--- src/rtl/iqr_pkg.sv ---
// Shared types for the issued micro-op response matcher.
// Assumes exactly two dequeue ports, so a recorded port fits in one bit.
package iqr_pkg;
    localparam int NUM_PORTS = 2;
    localparam int TIMER_W   = 2;
    localparam logic [TIMER_W-1:0] TIMER_MAX = 2'd3;

    localparam logic [1:0] TIER_ENQ  = 2'd0;
    localparam logic [1:0] TIER_SIMP = 2'd1;
    localparam logic [1:0] TIER_COMP = 2'd2;

    // Control state held by one slot
    typedef struct packed {
        logic               valid;
        logic               issued;
        logic               port;
        logic [TIMER_W-1:0] timer;
    } slot_ctl_t;
endpackage

--- src/rtl/iqr_slot.sv ---
// One issue queue slot: holds a micro-op, tracks its in-flight state,
// the port it left through and the cycles since it left.
// Assumes a response is only presented to an in-flight slot and a
// dequeue only acts on a valid slot that is not in flight.
module iqr_slot
    import iqr_pkg::*;
#(
    parameter int ROB_W = 6,
    parameter int PAY_W = 16
) (
    input  logic             clk,
    input  logic             rst_n,
    input  logic             flush,
    input  logic             wr_en,
    input  logic [ROB_W-1:0] wr_rob,
    input  logic [PAY_W-1:0] wr_pay,
    input  logic             deq_hit,
    input  logic             deq_port,
    input  logic             resp_hit,
    input  logic             resp_pass,
    output slot_ctl_t        ctl,
    output logic [ROB_W-1:0] rob,
    output logic [PAY_W-1:0] pay
);
    // Control state update: flush > write > response > dequeue > timer
    always_ff @(posedge clk) begin
        if (!rst_n) begin
            ctl <= '0;
        end else if (flush) begin
            ctl.valid  <= 1'b0;
            ctl.issued <= 1'b0;
        end else if (wr_en) begin
            ctl.valid  <= 1'b1;
            ctl.issued <= 1'b0;
            ctl.port   <= 1'b0;
            ctl.timer  <= '0;
        end else if (resp_hit) begin
            ctl.issued <= 1'b0;
            if (resp_pass) begin
                ctl.valid <= 1'b0;
            end
        end else if (deq_hit && ctl.valid && !ctl.issued) begin
            ctl.issued <= 1'b1;
            ctl.port   <= deq_port;
            ctl.timer  <= '0;
        end else if (ctl.issued && (ctl.timer != TIMER_MAX)) begin
            ctl.timer <= ctl.timer + 1'b1;
        end
    end

    // Micro-op data capture on write
    always_ff @(posedge clk) begin
        if (!rst_n) begin
            rob <= '0;
            pay <= '0;
        end else if (wr_en && !flush) begin
            rob <= wr_rob;
            pay <= wr_pay;
        end
    end
endmodule

--- src/rtl/iqr_resp_route.sv ---
// Decides whether a stage response belongs to one slot.
// Matching uses the recorded port, the issue timer and the reorder index,
// never the slot position. Stage 0 expects timer 0, stage 1 timer 1.
module iqr_resp_route
    import iqr_pkg::*;
#(
    parameter int ROB_W = 6
) (
    input  slot_ctl_t                  ctl,
    input  logic [ROB_W-1:0]           rob,
    input  logic [NUM_PORTS-1:0]       rsp0_valid,
    input  logic [NUM_PORTS-1:0]       rsp0_pass,
    input  logic [NUM_PORTS*ROB_W-1:0] rsp0_rob,
    input  logic [NUM_PORTS-1:0]       rsp1_valid,
    input  logic [NUM_PORTS-1:0]       rsp1_pass,
    input  logic [NUM_PORTS*ROB_W-1:0] rsp1_rob,
    output logic                       hit,
    output logic                       pass
);
    logic [ROB_W-1:0] rob0_sel;
    logic [ROB_W-1:0] rob1_sel;
    logic             hit0;
    logic             hit1;
    logic             live;

    // Pick the response channel of the port this slot left through
    always_comb begin
        rob0_sel = ctl.port ? rsp0_rob[2*ROB_W-1:ROB_W] : rsp0_rob[ROB_W-1:0];
        rob1_sel = ctl.port ? rsp1_rob[2*ROB_W-1:ROB_W] : rsp1_rob[ROB_W-1:0];
    end

    // Compare stage timing and reorder index for each stage
    always_comb begin
        live = ctl.valid && ctl.issued;
        hit0 = live && (ctl.timer == 2'd0) && rsp0_valid[ctl.port] && (rob0_sel == rob);
        hit1 = live && (ctl.timer == 2'd1) && rsp1_valid[ctl.port] && (rob1_sel == rob);
        hit  = hit0 || hit1;
        pass = hit0 ? rsp0_pass[ctl.port] : rsp1_pass[ctl.port];
    end
endmodule

--- src/rtl/iqr_deq_pick.sv ---
// Builds the dequeued micro-op for one port from three per-tier oldest
// one-hot candidates, with complex over simple over enqueue.
// Assumes each tier candidate vector is one-hot or zero.
module iqr_deq_pick
    import iqr_pkg::*;
#(
    parameter int NUM_ENQ  = 2,
    parameter int NUM_SIMP = 2,
    parameter int NUM_COMP = 4,
    parameter int ROB_W    = 6,
    parameter int PAY_W    = 16,
    localparam int NUM_SLOTS = NUM_ENQ + NUM_SIMP + NUM_COMP
) (
    input  logic [NUM_SLOTS*ROB_W-1:0] slot_rob,
    input  logic [NUM_SLOTS*PAY_W-1:0] slot_pay,
    input  logic [NUM_ENQ-1:0]         enq_oh,
    input  logic [NUM_SIMP-1:0]        simp_oh,
    input  logic [NUM_COMP-1:0]        comp_oh,
    output logic                       valid,
    output logic [1:0]                 tier,
    output logic [ROB_W-1:0]           rob,
    output logic [PAY_W-1:0]           pay
);
    localparam int SIMP_BASE = NUM_ENQ;
    localparam int COMP_BASE = NUM_ENQ + NUM_SIMP;

    logic [ROB_W-1:0] enq_rob, simp_rob, comp_rob;
    logic [PAY_W-1:0] enq_pay, simp_pay, comp_pay;

    // AND-OR mux of each tier's candidate
    always_comb begin
        enq_rob  = '0; enq_pay  = '0;
        simp_rob = '0; simp_pay = '0;
        comp_rob = '0; comp_pay = '0;
        for (int k = 0; k < NUM_ENQ; k++) begin
            if (enq_oh[k]) begin
                enq_rob = enq_rob | slot_rob[k*ROB_W +: ROB_W];
                enq_pay = enq_pay | slot_pay[k*PAY_W +: PAY_W];
            end
        end
        for (int k = 0; k < NUM_SIMP; k++) begin
            if (simp_oh[k]) begin
                simp_rob = simp_rob | slot_rob[(SIMP_BASE+k)*ROB_W +: ROB_W];
                simp_pay = simp_pay | slot_pay[(SIMP_BASE+k)*PAY_W +: PAY_W];
            end
        end
        for (int k = 0; k < NUM_COMP; k++) begin
            if (comp_oh[k]) begin
                comp_rob = comp_rob | slot_rob[(COMP_BASE+k)*ROB_W +: ROB_W];
                comp_pay = comp_pay | slot_pay[(COMP_BASE+k)*PAY_W +: PAY_W];
            end
        end
    end

    // Fixed tier priority
    always_comb begin
        valid = 1'b1;
        if (|comp_oh) begin
            tier = TIER_COMP; rob = comp_rob; pay = comp_pay;
        end else if (|simp_oh) begin
            tier = TIER_SIMP; rob = simp_rob; pay = simp_pay;
        end else if (|enq_oh) begin
            tier = TIER_ENQ;  rob = enq_rob;  pay = enq_pay;
        end else begin
            valid = 1'b0; tier = TIER_ENQ; rob = '0; pay = '0;
        end
    end
endmodule

--- src/rtl/iq_issue_resp.sv ---
// Issue handshake for a group of issue queue slots: marks dequeued slots
// as in flight, routes stage responses back by port, timer and reorder
// index, and forms the dequeued micro-op per port by tier priority.
// Assumes two dequeue ports and one-hot select vectors per port.
module iq_issue_resp
    import iqr_pkg::*;
#(
    parameter int NUM_ENQ  = 2,
    parameter int NUM_SIMP = 2,
    parameter int NUM_COMP = 4,
    parameter int ROB_W    = 6,
    parameter int PAY_W    = 16,
    localparam int NUM_SLOTS = NUM_ENQ + NUM_SIMP + NUM_COMP
) (
    input  logic                       clk,
    input  logic                       rst_n,
    input  logic                       flush,
    input  logic [NUM_SLOTS-1:0]       wr_en,
    input  logic [NUM_SLOTS*ROB_W-1:0] wr_rob,
    input  logic [NUM_SLOTS*PAY_W-1:0] wr_pay,
    input  logic [2*NUM_SLOTS-1:0]     deq_sel,
    input  logic [1:0]                 deq_ready,
    input  logic [1:0]                 rsp0_valid,
    input  logic [1:0]                 rsp0_pass,
    input  logic [2*ROB_W-1:0]         rsp0_rob,
    input  logic [1:0]                 rsp1_valid,
    input  logic [1:0]                 rsp1_pass,
    input  logic [2*ROB_W-1:0]         rsp1_rob,
    input  logic [2*NUM_ENQ-1:0]       enq_oldest,
    input  logic [2*NUM_SIMP-1:0]      simp_oldest,
    input  logic [2*NUM_COMP-1:0]      comp_oldest,
    output logic [NUM_SLOTS-1:0]       slot_valid,
    output logic [NUM_SLOTS-1:0]       slot_issued,
    output logic [1:0]                 out_valid,
    output logic [3:0]                 out_tier,
    output logic [2*ROB_W-1:0]         out_rob,
    output logic [2*PAY_W-1:0]         out_pay
);
    logic [NUM_SLOTS-1:0]         resp_hit;
    logic [NUM_SLOTS-1:0]         resp_pass;
    logic [NUM_SLOTS*TIMER_W-1:0] slot_timer;
    logic [NUM_SLOTS*ROB_W-1:0]   slot_rob;
    logic [NUM_SLOTS*PAY_W-1:0]   slot_pay;

    for (genvar i = 0; i < NUM_SLOTS; i++) begin : g_slot
        slot_ctl_t ctl;
        logic      pick0;
        logic      pick1;

        // Dequeue decision for this slot; port 0 wins a double pick
        always_comb begin
            pick0 = deq_sel[i] && deq_ready[0];
            pick1 = deq_sel[NUM_SLOTS+i] && deq_ready[1];
        end

        iqr_slot #(.ROB_W(ROB_W), .PAY_W(PAY_W)) u_slot (
            .clk       (clk),
            .rst_n     (rst_n),
            .flush     (flush),
            .wr_en     (wr_en[i]),
            .wr_rob    (wr_rob[i*ROB_W +: ROB_W]),
            .wr_pay    (wr_pay[i*PAY_W +: PAY_W]),
            .deq_hit   (pick0 || pick1),
            .deq_port  (!pick0 && pick1),
            .resp_hit  (resp_hit[i]),
            .resp_pass (resp_pass[i]),
            .ctl       (ctl),
            .rob       (slot_rob[i*ROB_W +: ROB_W]),
            .pay       (slot_pay[i*PAY_W +: PAY_W])
        );

        iqr_resp_route #(.ROB_W(ROB_W)) u_route (
            .ctl        (ctl),
            .rob        (slot_rob[i*ROB_W +: ROB_W]),
            .rsp0_valid (rsp0_valid),
            .rsp0_pass  (rsp0_pass),
            .rsp0_rob   (rsp0_rob),
            .rsp1_valid (rsp1_valid),
            .rsp1_pass  (rsp1_pass),
            .rsp1_rob   (rsp1_rob),
            .hit        (resp_hit[i]),
            .pass       (resp_pass[i])
        );

        // Expose slot status
        assign slot_valid[i]                    = ctl.valid;
        assign slot_issued[i]                   = ctl.issued;
        assign slot_timer[i*TIMER_W +: TIMER_W] = ctl.timer;
    end

    for (genvar p = 0; p < NUM_PORTS; p++) begin : g_port
        iqr_deq_pick #(
            .NUM_ENQ (NUM_ENQ),
            .NUM_SIMP(NUM_SIMP),
            .NUM_COMP(NUM_COMP),
            .ROB_W   (ROB_W),
            .PAY_W   (PAY_W)
        ) u_pick (
            .slot_rob (slot_rob),
            .slot_pay (slot_pay),
            .enq_oh   (enq_oldest[p*NUM_ENQ +: NUM_ENQ]),
            .simp_oh  (simp_oldest[p*NUM_SIMP +: NUM_SIMP]),
            .comp_oh  (comp_oldest[p*NUM_COMP +: NUM_COMP]),
            .valid    (out_valid[p]),
            .tier     (out_tier[p*2 +: 2]),
            .rob      (out_rob[p*ROB_W +: ROB_W]),
            .pay      (out_pay[p*PAY_W +: PAY_W])
        );
    end
endmodule

--- config.mk ---
export PLATFORM = sky130hd
export DESIGN_NAME = iq_issue_resp
export DESIGN_NICKNAME = d
export VERILOG_FILES = /design/src/rtl/iqr_pkg.sv /design/src/rtl/iqr_slot.sv /design/src/rtl/iqr_resp_route.sv /design/src/rtl/iqr_deq_pick.sv /design/src/rtl/iq_issue_resp.sv
export SDC_FILE = /design/constraint.sdc
export NUM_CORES = 1
export LEC_CHECK = 0
export ABC_AREA = 1
export ABC_CLOCK_PERIOD_IN_PS = 1500
export CAP_MARGIN = 30
export CORE_AREA = 2 2 233 235
export DETAILED_ROUTE_END_ITERATION = 10
export DIE_AREA = 0 0 235 237
export GPL_ROUTABILITY_DRIVEN = 1
export GPL_TIMING_DRIVEN = 0
export PLACE_DENSITY = 0.62
export SLEW_MARGIN = 20
export SYNTH_ARGS = -nofsm -noshare
export SYNTH_HDL_FRONTEND = slang
export SYNTH_HIERARCHICAL = 1
export SYNTH_SLANG_ARGS = --single-unit
--- constraint.sdc ---
create_clock -name clk -period 1.5 [get_ports clk]
set_input_delay 0.3 -clock clk [delete_from_list [all_inputs] [get_ports clk]]
set_output_delay 0.3 -clock clk [all_outputs]
set_load 0.02 [all_outputs]
* After elaboration in Yosys (flattened, before gate mapping)
Cells that the tools add are included.
** Cells by class
- $add $sub $neg :: 8
- Magnitude comparators :: 8
- Equal/unequal tests :: 40
- Multiplexer cells :: 206
- Bitwise operators :: 22
- Reductions and logical operators :: 224
** Operators with widths (count)
- $mux W16 :: 22
- $mux W6 :: 38
- $or A16 B16 Y16 :: 10
- $logic_and A1 B1 Y1 :: 112
- $mux W1 :: 104
- $eq A6 B6 Y1 :: 16
- $or A6 B6 Y6 :: 10
- $mux W2 :: 26
- $reduce_and A3 Y1 :: 16
- $reduce_bool A2 Y1 :: 24
- $mux W5 :: 8
- $reduce_or A4 Y1 :: 10
- $ne A2 B2 Y1 const B :: 16
- $mux W3 :: 8
- $reduce_bool A3 Y1 :: 8
- $logic_not A1 Y1 :: 17
- $add A2 B1 Y2 const B :: 8
- $eq A2 B1 Y1 const B :: 8
- $logic_not A2 Y1 :: 8
- $logic_or A1 B1 Y1 :: 16
- $lt A1 B2 Y1 const B :: 8
- $reduce_and A2 Y1 :: 8
- $reduce_or A2 Y1 :: 5
- $not A1 Y1 :: 2
** Word-level totals
- Register bits :: 216
- Input bits :: 253
- Logic and storage cells :: 556

* Logic depth before layout (Yosys ltp)
Gate-level depths: netlist of the first run.
- Depth in word-level cells :: 8
- Mapped depth :: 16
- Gate-level depth less buffers :: 16

* Cells and area by module
The synthesis of the first run kept the hierarchy.
** Modules (own cells, without submodules)
- iqr_slot :: times used 8, cells each 142, area an instance 1049.8 um^2
- iqr_resp_route :: times used 8, cells each 111, area an instance 478.0 um^2
- iqr_deq_pick :: times used 2, cells each 428, area an instance 1690.4 um^2
- iq_issue_resp :: times used 1, cells each 42, area an instance 229.0 um^2

* Worst setup path before layout of the first run
Ideal clock, no wire load.
- Kind :: register to register
- From :: register g_slot[0].u_slot/ctl[4] (netlist name)
- To :: register g_slot[0].u_slot/ctl[1] (netlist name)
- Library setup time :: 0.115 ns
- Arrival :: 1.473 ns
- Slack :: -0.088 ns
- Stages on the path, launching flop included :: 14
- Path buffers :: 0
- Period minus slack after synthesis :: 1.588 ns
- Cells stage by stage :: dfxtp_1 nand2_1 inv_1 nand2_1 nor2_1 nand3_1 nor2_1 nand2_1 nand2_1 nand2_1 nand3_1 nand3_2 nand2_1 nor2_1
** On the way
- Word-level cells in the longest chain between the ends :: 7
- Elaborated cells between the ends (all ways) :: 16
- Those cells by class :: eq/ne (1); mux (3); reduce/logical (12)
** RTL lines
- $logic_and A1 B1 Y1 (*) :: RTL line iqr_resp_route.sv:34 : live = ctl.valid && ctl.issued;
- $logic_and A1 B1 Y1, on equally long branches (3 in a row) :: RTL line iqr_resp_route.sv:35, iqr_resp_route.sv:36
- $logic_or A1 B1 Y1 (*) :: RTL line iqr_resp_route.sv:37 : hit = hit0 || hit1;
- via resp_hit[0] :: RTL line iq_issue_resp.sv:39 : logic [NUM_SLOTS-1:0] resp_hit;
- $ne A2 B2 Y1 (no source line) (*)
- $reduce_and A3 Y1 (no source line) (*)
Mark *: on every way through the listed nets, which the timed path passes. The rest lies on a longest branch. The select of a mux whose other input is x is not followed.
A chain may end at the register's enable or synchronous reset.

* Final worst setup path of the first run
- From :: register g_slot[1].u_slot.rob[2]
- To :: output port out_rob[2]
** On the way
- Word-level cells in the longest chain between the ends :: 5
** RTL lines
- from (decl) :: RTL line iqr_slot.sv:22 : output logic [ROB_W-1:0] rob,
- from (signal assigned) :: RTL line iqr_slot.sv:57 : rob <= wr_rob;
- $or A6 B6 Y6 :: RTL line iqr_deq_pick.sv:37 : enq_rob = enq_rob | slot_rob[k*ROB_W +: ROB_W];
- $mux W6 :: RTL line iqr_deq_pick.sv:36 : if (enq_oh[k]) begin
- $mux W6 :: RTL line iqr_deq_pick.sv:62 : end else if (|enq_oh) begin
- $mux W6 :: RTL line iqr_deq_pick.sv:60 : end else if (|simp_oh) begin
- $mux W6 :: RTL line iqr_deq_pick.sv:58 : if (|comp_oh) begin
- to (decl) :: RTL line iq_issue_resp.sv:36 : output logic [2*ROB_W-1:0] out_rob,
No other way between the ends.

==> results of run 1 <==
-- registers in the layout (all words and copies together), names as in the netlist --
register           flops
g_slot.u_slot/pay    128
g_slot.u_slot/rob     48
g_slot.u_slot/ctl     40
-- worst paths after layout --
path	to	slack, ns	cells after the start
worst max-delay path	out_rob[2]	-0.28	7
worst min-delay path	g_slot[0].u_slot/ctl[2]	0.13	4
worst max register to register	g_slot[1].u_slot/ctl[1]	-0.28	12
worst min register to register	g_slot[6].u_slot/ctl[3]	0.49	2
-- stage by stage --
stage | setup slack [ns] | utilization, % | setup TNS, ns
3_3_place_gp | -2.30 | 37.4 | -499.62
6_report | -0.283 | 44.2 | -17.50
4_1_cts | -0.319 | 42.2 | -16.92
5_1_grt | -0.378 | 44.2 | -25.30
2_1_floorplan | 0.00573 | - | 0
3_5_place_dp | -1.32 | 37.4 | -121.26
-- synthesized netlist by cell type, types with 8 or more instances --
cell type / n / share of area (%)
o21ai_0: 168 / 5.3
a21oi_2: 8 / 0.44
nand4_1: 24 / 0.95
nand2_2: 34 / 1.3
nor2_2: 16 / 0.63
nand3_2: 8 / 0.51
nor3b_1: 8 / 0.38
buf_4: 33 / 1.6
buf_6: 17 / 1.2
inv_1: 219 / 5.2
ha_1: 8 / 0.63
nand3_1: 130 / 4.1
clkbuf_2: 8 / 0.25
dfxtp_1: 216 / 27
nor3_1: 8 / 0.25
o21ai_1: 32 / 1.0
clkbuf_1: 8 / 0.19
nor2_1: 496 / 12
a21oi_1: 40 / 1.3
inv_2: 43 / 1.0
o211ai_1: 32 / 1.5
buf_2: 48 / 1.5
nand2_1: 1310 / 31
-- layout make-up --
type	instances	share of cell area, %
multi-input cells	2330	48.0
flip-flops and latches	216	19.6
repair buffers	412	16.7
inverters	262	4.38
plain buffers	114	3.86
well taps	696	3.70
clock buffers	32	3.12
clock inverters	17	0.622
-- layer usage --
| metal | wire length, um | global-route usage (%) | share of wire, % | vias to the layer above |
|---|---|---|---|---|
| li1 | - | - | - | 9911 |
| met4 | 2570 | 7.77 | 3.5 | 4 |
| met3 | 6390 | 4.03 | 8.6 | 135 |
| met5 | 27 | 0 | 0.037 | - |
| met1 | 31700 | 34.1 | 43 | 9030 |
| met2 | 33200 | 41.9 | 45 | 832 |
-- timing repair --
item | CTS | global route
resized for setup | 885 | 313
buffers inserted | 69 | 13
cloned | 10 | 3
hold endpoints to repair | 0 | 0
pin swaps | 176 | 238
hold buffers | 0 | 0
endpoints found under the setup margin | 106 | 94
-- worst max-delay path: stages, from the launching register on --
cell,delay (ns)
dfxtp_4,0.38
nand2_2,0.04
nand2_1,0.05
nand2_1,0.04
nand2_1,0.08
nand2_1,0.08
nand2_2,0.14
buf_6,0.14
-- power by group through the flow --
| stage | Clock (uW) | Sequential [uW] | Combinational [uW] |
|---|---|---|---|
| 3_3_place_gp | 0 | 6650 | 4210 |
| 6_report | 6530 | 6470 | 4930 |
| 4_1_cts | 6670 | 6460 | 4650 |
| 3_5_place_dp | 0 | 6660 | 4210 |
| 2_1_floorplan | 0 | 6470 | 2180 |
| 5_1_grt | 6940 | 6510 | 5370 |
-- cell families (layout without fill, tap and decap cells) --
logic type | Yosys count | after routing | share of synthesized area [%]
compound gates | 280 | 280 | 9.55
buf+inv | 376 | 837 | 10.9
simple gates | 2042 | 2042 | 51.6
fa+ha+maj | 8 | 8 | 0.632
flops | 216 | 216 | 27.3
==> impl_results.md, run 1 <==
- P_leak: 0.0113 uW
- Worst Path Arrival: between 1 and 1.5 ns
- Period utilization: 119%
- Final Skew: approximately 0.011 ns
- Die ar.: around 0.056 mm2
- Hold WS: roughly 0.13 ns
- Core area: approximately 0.053 mm2
- Detailed-placement wirelength estimate: ~56 mm
- Sw frac: between 30% and 40%
- Synth Warn #: 6
- Routed Antenna Nets: 0
- Synthesized cell area: approximately 0.016 mm2
- PortBufs: about 320
- Count of cell types in the netlist: 25
- Final non-filler cell total: just over 4000
- Fin nets: 3624
- Worst setup margin: -0.283 ns
- Hold Crit Start: flush
- CTS tree: done
- Net Sw Power: 5980 uW
- PwrDens: 762 mW/mm2
- Share of flip-flops with an asynchronous set or reset: 0%
- GR Overflow Total: 0
- Slew headroom: around 45%
- Placement Cell Area: 0.0199 mm2
- Initial DRC count: 1978
- Drt via density: a little under 5
- Peak VDD IR: 760 uV
- Clk root buf: clkbuf_16
- Seq pwr share: between 30% and 40%
- Vias: about 20000
- Setup crit end kind: primary output
- Starting Density: between 20% and 30%
- Final Power: 17900 uW
- Placer congestion estimate: between 0.9 and 1
- Combinational Power Share: between 20% and 30%
- CTS H-Tree Depth: 1
- Seq cells post-synth: 216
- Fin area: 0.0235 mm2
- CP Data Required Time: between 1 and 1.5 ns
- Initial DRT Pass Iterations: 6
- Layout cells sized above 1: between 20 and 30%
- FF-to-FF Start: g_slot[1].u_slot/ctl[2]
- DP Cell Count: approximately 3900
- P_int: 12000 uW
- Sequential cell area: between 0.004 and 0.005 mm2
- Layout area overhead: 48.7%
- Post-synth EDFFs: 0
- # DRC: 0
- Clock power frac: 36.4%
- Final hold violation count: 0
- CTS max path bufs: 3
- Fillers: 5624
- GRT Total Usage: between 20% and 30%
- Skew-Pair Late Insertion Delay: between 0.5 and 0.6 ns
- RSZ-0062 raised after global routing: yes
- Std cell rows: 85
- Final setup viols: 83
- Net Count, Synth: ~3200
- Number of diodes: 0
- Reg clk slew, reported paths: about 0.06 ns
- Fmax: roughly 0.56 GHz
- Vias in the first global route: ~18000
- Status: finished with violations
- First-pass GRT wire length: between 100 and 150 mm
- CP max FO: 4
- Die H: around 240 um
- Crit path kind: reg2out
- Largest net degree at the start of global routing: 39
- Final Critical Period: 1.78 ns
- Initial antenna violation count: 4
- Drt total wl: around 74 mm
- Violated checks: setup timing
- Least-Margin Pin Slew: around 0.83 ns
- CP startpoint: g_slot[1].u_slot/rob[2]
- Predominant post-synthesis flop cell: dfxtp_1
- Commonest non-fill, non-tap cell in the layout: nand2_1
- Part of the Yosys area used for sequential elements: 27.3%
- Post-Syn Instances: between 2000 and 3000
- I/O pins: roughly 320
- Area of the multi-input gates: ~0.011 mm2
- Most frequent cells in the layout: nand2_1, nor2_1, nand2_2, inv_1, clkdlybuf4s50_1
- Die X: about 240 um
- TritonCTS Buffers: 27
- Max Cap Viol: 0
- WL per Instance: between 15 and 20 um
- Clock Sinks: between 200 and 250
- Pins Over Slew Limit: 0
- Mean Syn Cell Area: around 5.4 um2
- Worst hold path type: in2reg
- Startpoint class of the critical path: flop
Note: power is estimated with default switching activity, not from simulation.
==> run 2, diff against run 1 <==
DONT_BUFFER_PORTS = 1   (was not set)
GPL_TIMING_DRIVEN = 1   (was 0)
PLACE_DENSITY = 0.54   (was 0.62)
==> run 2 against run 1 <==
Against the previous run: the run still ends with setup timing left; worst hold slack got worse by 0.10 ns; critical path depth shrank 1; largest power group unchanged; highest routed layer unchanged; non-clock buffer count grew 72; sequential power down 2%; clock power is 14% higher; global-route usage increased by 1.1 points; count of clock-buffer cells in the layout is 14 higher; via count is 3.0% higher.
==> impl_results.md, run 2 (synthesis gave the netlist of run 1 again) <==
- Worst hold path type: in2reg (unchanged)
- Final hold violation count: 0 (unchanged)
- Status: finished with violations (unchanged)
- PwrDens: 742 mW/mm2 (was 762 mW/mm2)
- Pins Over Slew Limit: 0 (unchanged)
- GR Overflow Total: 0 (unchanged)
- Sequential cell area: 0.00460 mm2 (was 0.00462 mm2)
- Hold WS: 0.0252 ns (was 0.125 ns)
- R2R cell count: 12 (unchanged)
- CP Data Required Time: 1.20 ns (about the same)
- Reg clk slew, reported paths: 0.06 ns (about the same)
- CTS tree: done (unchanged)
- Worst Path Arrival: 1.62 ns (was 1.48 ns)
- Max Cap Viol: 0 (unchanged)
- GRT Total Usage: 26.6% (was 25.5%)
- Vias: 20500 (was 19900)
- DP Cell Count: 3699 (was 3936)
- Detailed-placement wirelength estimate: 51.8 mm (was 55.6 mm)
- Util after Layout: 47.2% (was 44.2%)
- Initial DRC count: 1354 (was 1978)
- CP max FO: 3 (was 4)
- Die ar.: 0.0557 mm2 (unchanged)
- Placer congestion estimate: 0.925 (was 0.929)
- Startpoint class of the critical path: flop (unchanged)
- Period utilization: 128% (was 119%)
- Uppermost routed layer: met5 (unchanged)
- Largest register FFs: 128 (unchanged)
- Fin nets: 3698 (was 3624)
- Biggest regs: g_slot.u_slot/pay x128, g_slot.u_slot/rob x48, g_slot.u_slot/ctl x40 (unchanged)
- DR WL met2: 37.3 mm (was 33.2 mm)
- Core area: 0.0533 mm2 (unchanged)
- TritonCTS Buffers: 29 (was 27)
- I/O pins: 319 (unchanged)
- Area of the multi-input gates: 0.0116 mm2 (was 0.0113 mm2)
- WL met1: 29.9 mm (was 31.7 mm)
- Violated checks: setup timing (unchanged)
- Reg2reg end: g_slot[3].u_slot/ctl[1] (was g_slot[1].u_slot/ctl[1])
- Fmax: 0.522 GHz (was 0.561 GHz)
- Hold path depth: 4 (unchanged)
- P_leak: 0.0120 uW (was 0.0113 uW)
- RSZ-0062 raised after global routing: yes (unchanged)
- Peak VDD IR: 858 uV (was 760 uV)
- Setup crit end kind: primary output (unchanged)
- Clk root buf: clkbuf_16 (unchanged)
- Biggest register: g_slot.u_slot/pay (unchanged)
- Skew-Pair Late Insertion Delay: 0.59 ns (was 0.55 ns)
- Vias in the first global route: 19700 (was 18400)
- Drt via density: 4.93 (was 4.88)
- Flop2flop setup slack: -0.25 ns (was -0.28 ns)
- Clock Sinks: 216 (unchanged)
- Final non-filler cell total: 4157 (was 4079)
- # DRC: 0 (unchanged)
- Routed Antenna Nets: 0 (unchanged)
- PortBufs: 0 (was 316)
- Hold Crit Start: deq_sel[10] (was flush)
- Slew headroom: 50.0% (was 44.5%)
- Worst setup margin: -0.415 ns (was -0.283 ns)
- WL per Instance: 18.7 um (was 18.1 um)
- CTS max path bufs: 3 (unchanged)
- Starting Density: 29.7% (unchanged)
- Final setup viols: 84 (was 83)
- FF-to-FF Start: g_slot[3].u_slot/ctl[2] (was g_slot[1].u_slot/ctl[2])
- Drt total wl: 77.9 mm (was 73.9 mm)
- Std cell rows: 85 (unchanged)
- Initial antenna violation count: 5 (was 4)
- WL met3: 7.06 mm (was 6.39 mm)
- Initial DRT Pass Iterations: 8 (was 6)
- Most frequent cells in the layout: nand2_1, nor2_1, dlygate4sd3_1, nand2_2, inv_1 (was nand2_1, nor2_1, nand2_2, inv_1, clkdlybuf4s50_1)
- Layout area overhead: 58.9% (was 48.7%)
- CTS H-Tree Depth: 1 (unchanged)
- Least-Margin Pin Slew: 0.748 ns (was 0.832 ns)
- Die X: 235 um (unchanged)
- Commonest non-fill, non-tap cell in the layout: nand2_1 (unchanged)
- Die H: 237 um (unchanged)
- Worst Hold Path EP: g_slot[2].u_slot/ctl[2] (was g_slot[0].u_slot/ctl[2])
- Final Skew: 0.0117 ns (was 0.0108 ns)
- Final Critical Period: 1.92 ns (was 1.78 ns)
- First-pass GRT wire length: 114 mm (was 108 mm)
- Crit path kind: reg2out (unchanged)
- Fillers: 5507 (was 5624)
- Layout cells sized above 1: 29.3% (was 28.5%)
- Largest net degree at the start of global routing: 120 (was 39)
-- run 2: cell types whose count changed in the layout (fill, tap and decap cells not counted), moves of 11 or more --
cell and change:
dlygate4sd2_1 -25, nor2_4 +18, nor2_2 -15, nand2_2 +22, buf_12 +21, buf_2 -55
clkdlybuf4s50_1 -204, buf_4 +93, nand2_4 +19, nand2_1 -42, buf_6 -54, clkbuf_2 -11
dlygate4sd3_1 +316
-- run 2: cell type report --
cell class	count	share of cell area [%]
Clock buffer	46	3.50
Timing Repair Buffer	598	23.8
Tap cell	696	3.46
Sequential cell	216	18.3
Multi-Input combinational cell	2330	46.3
Antenna cell	3	0.0298
Inverter	262	4.11
Clock inverter	6	0.492
-- run 2: timing repair --
item | 4_1_cts | 5_1_grt
setup endpoints to repair | 84 | 86
hold buffers | 318 | 0
setup buffers | 48 | 27
pin swaps | 233 | 234
endpoints found under the hold margin | 214 | 0
gates cloned | 2 | 10
resized for setup | 457 | 347
-- run 2: stage by stage --
stage	total power [uW]	TNS [ns]	cell area [um2]	worst slack, ns
3_3_place_gp	9670	-4.58	17800	-0.210
6_report	18700	-16.73	25200	-0.415
5_1_grt	19500	-23.90	25200	-0.482
4_1_cts	18400	-17.21	23600	-0.447
2_1_floorplan	8650	0	15900	0.00573
3_5_place_dp	9690	-4.93	17800	-0.225
-- run 2: per-layer routing --
metal	track usage, %	vias up
met5	0	-
met2	46.4	779
met4	10.1	2
met1	31.0	9493
met3	7.15	184
li1	-	10000
-- run 2: worst max path at each step --
stage,endpoint,from
6_report,out_rob[7],g_slot[5].u_slot/rob[1]
5_1_grt,out_rob[7],g_slot[0].u_slot/rob[1]
4_1_cts,out_rob[7],g_slot[0].u_slot/rob[1]
3_5_place_dp,g_slot[3].u_slot/ctl[1],g_slot[3].u_slot/ctl[2]
3_3_place_gp,g_slot[3].u_slot/ctl[1],g_slot[3].u_slot/ctl[4]
2_1_floorplan,g_slot[0].u_slot/ctl[0],g_slot[0].u_slot/ctl[2]
-- run 2: where the power goes --
part | internal (uW) | switching, uW | total [uW]
sequential | 6080 | 288 | 6370
combinational | 2220 | 2610 | 4830
clock | 4510 | 2950 | 7470
-- run 2: critical path: stages, from the launching register on --
cell and delay, ns:
dfxtp_4 0.34, buf_4 0.14, nand2_1 0.07, nand2_2 0.07, nor2_1 0.11, nand2_2 0.13, buf_12 0.16
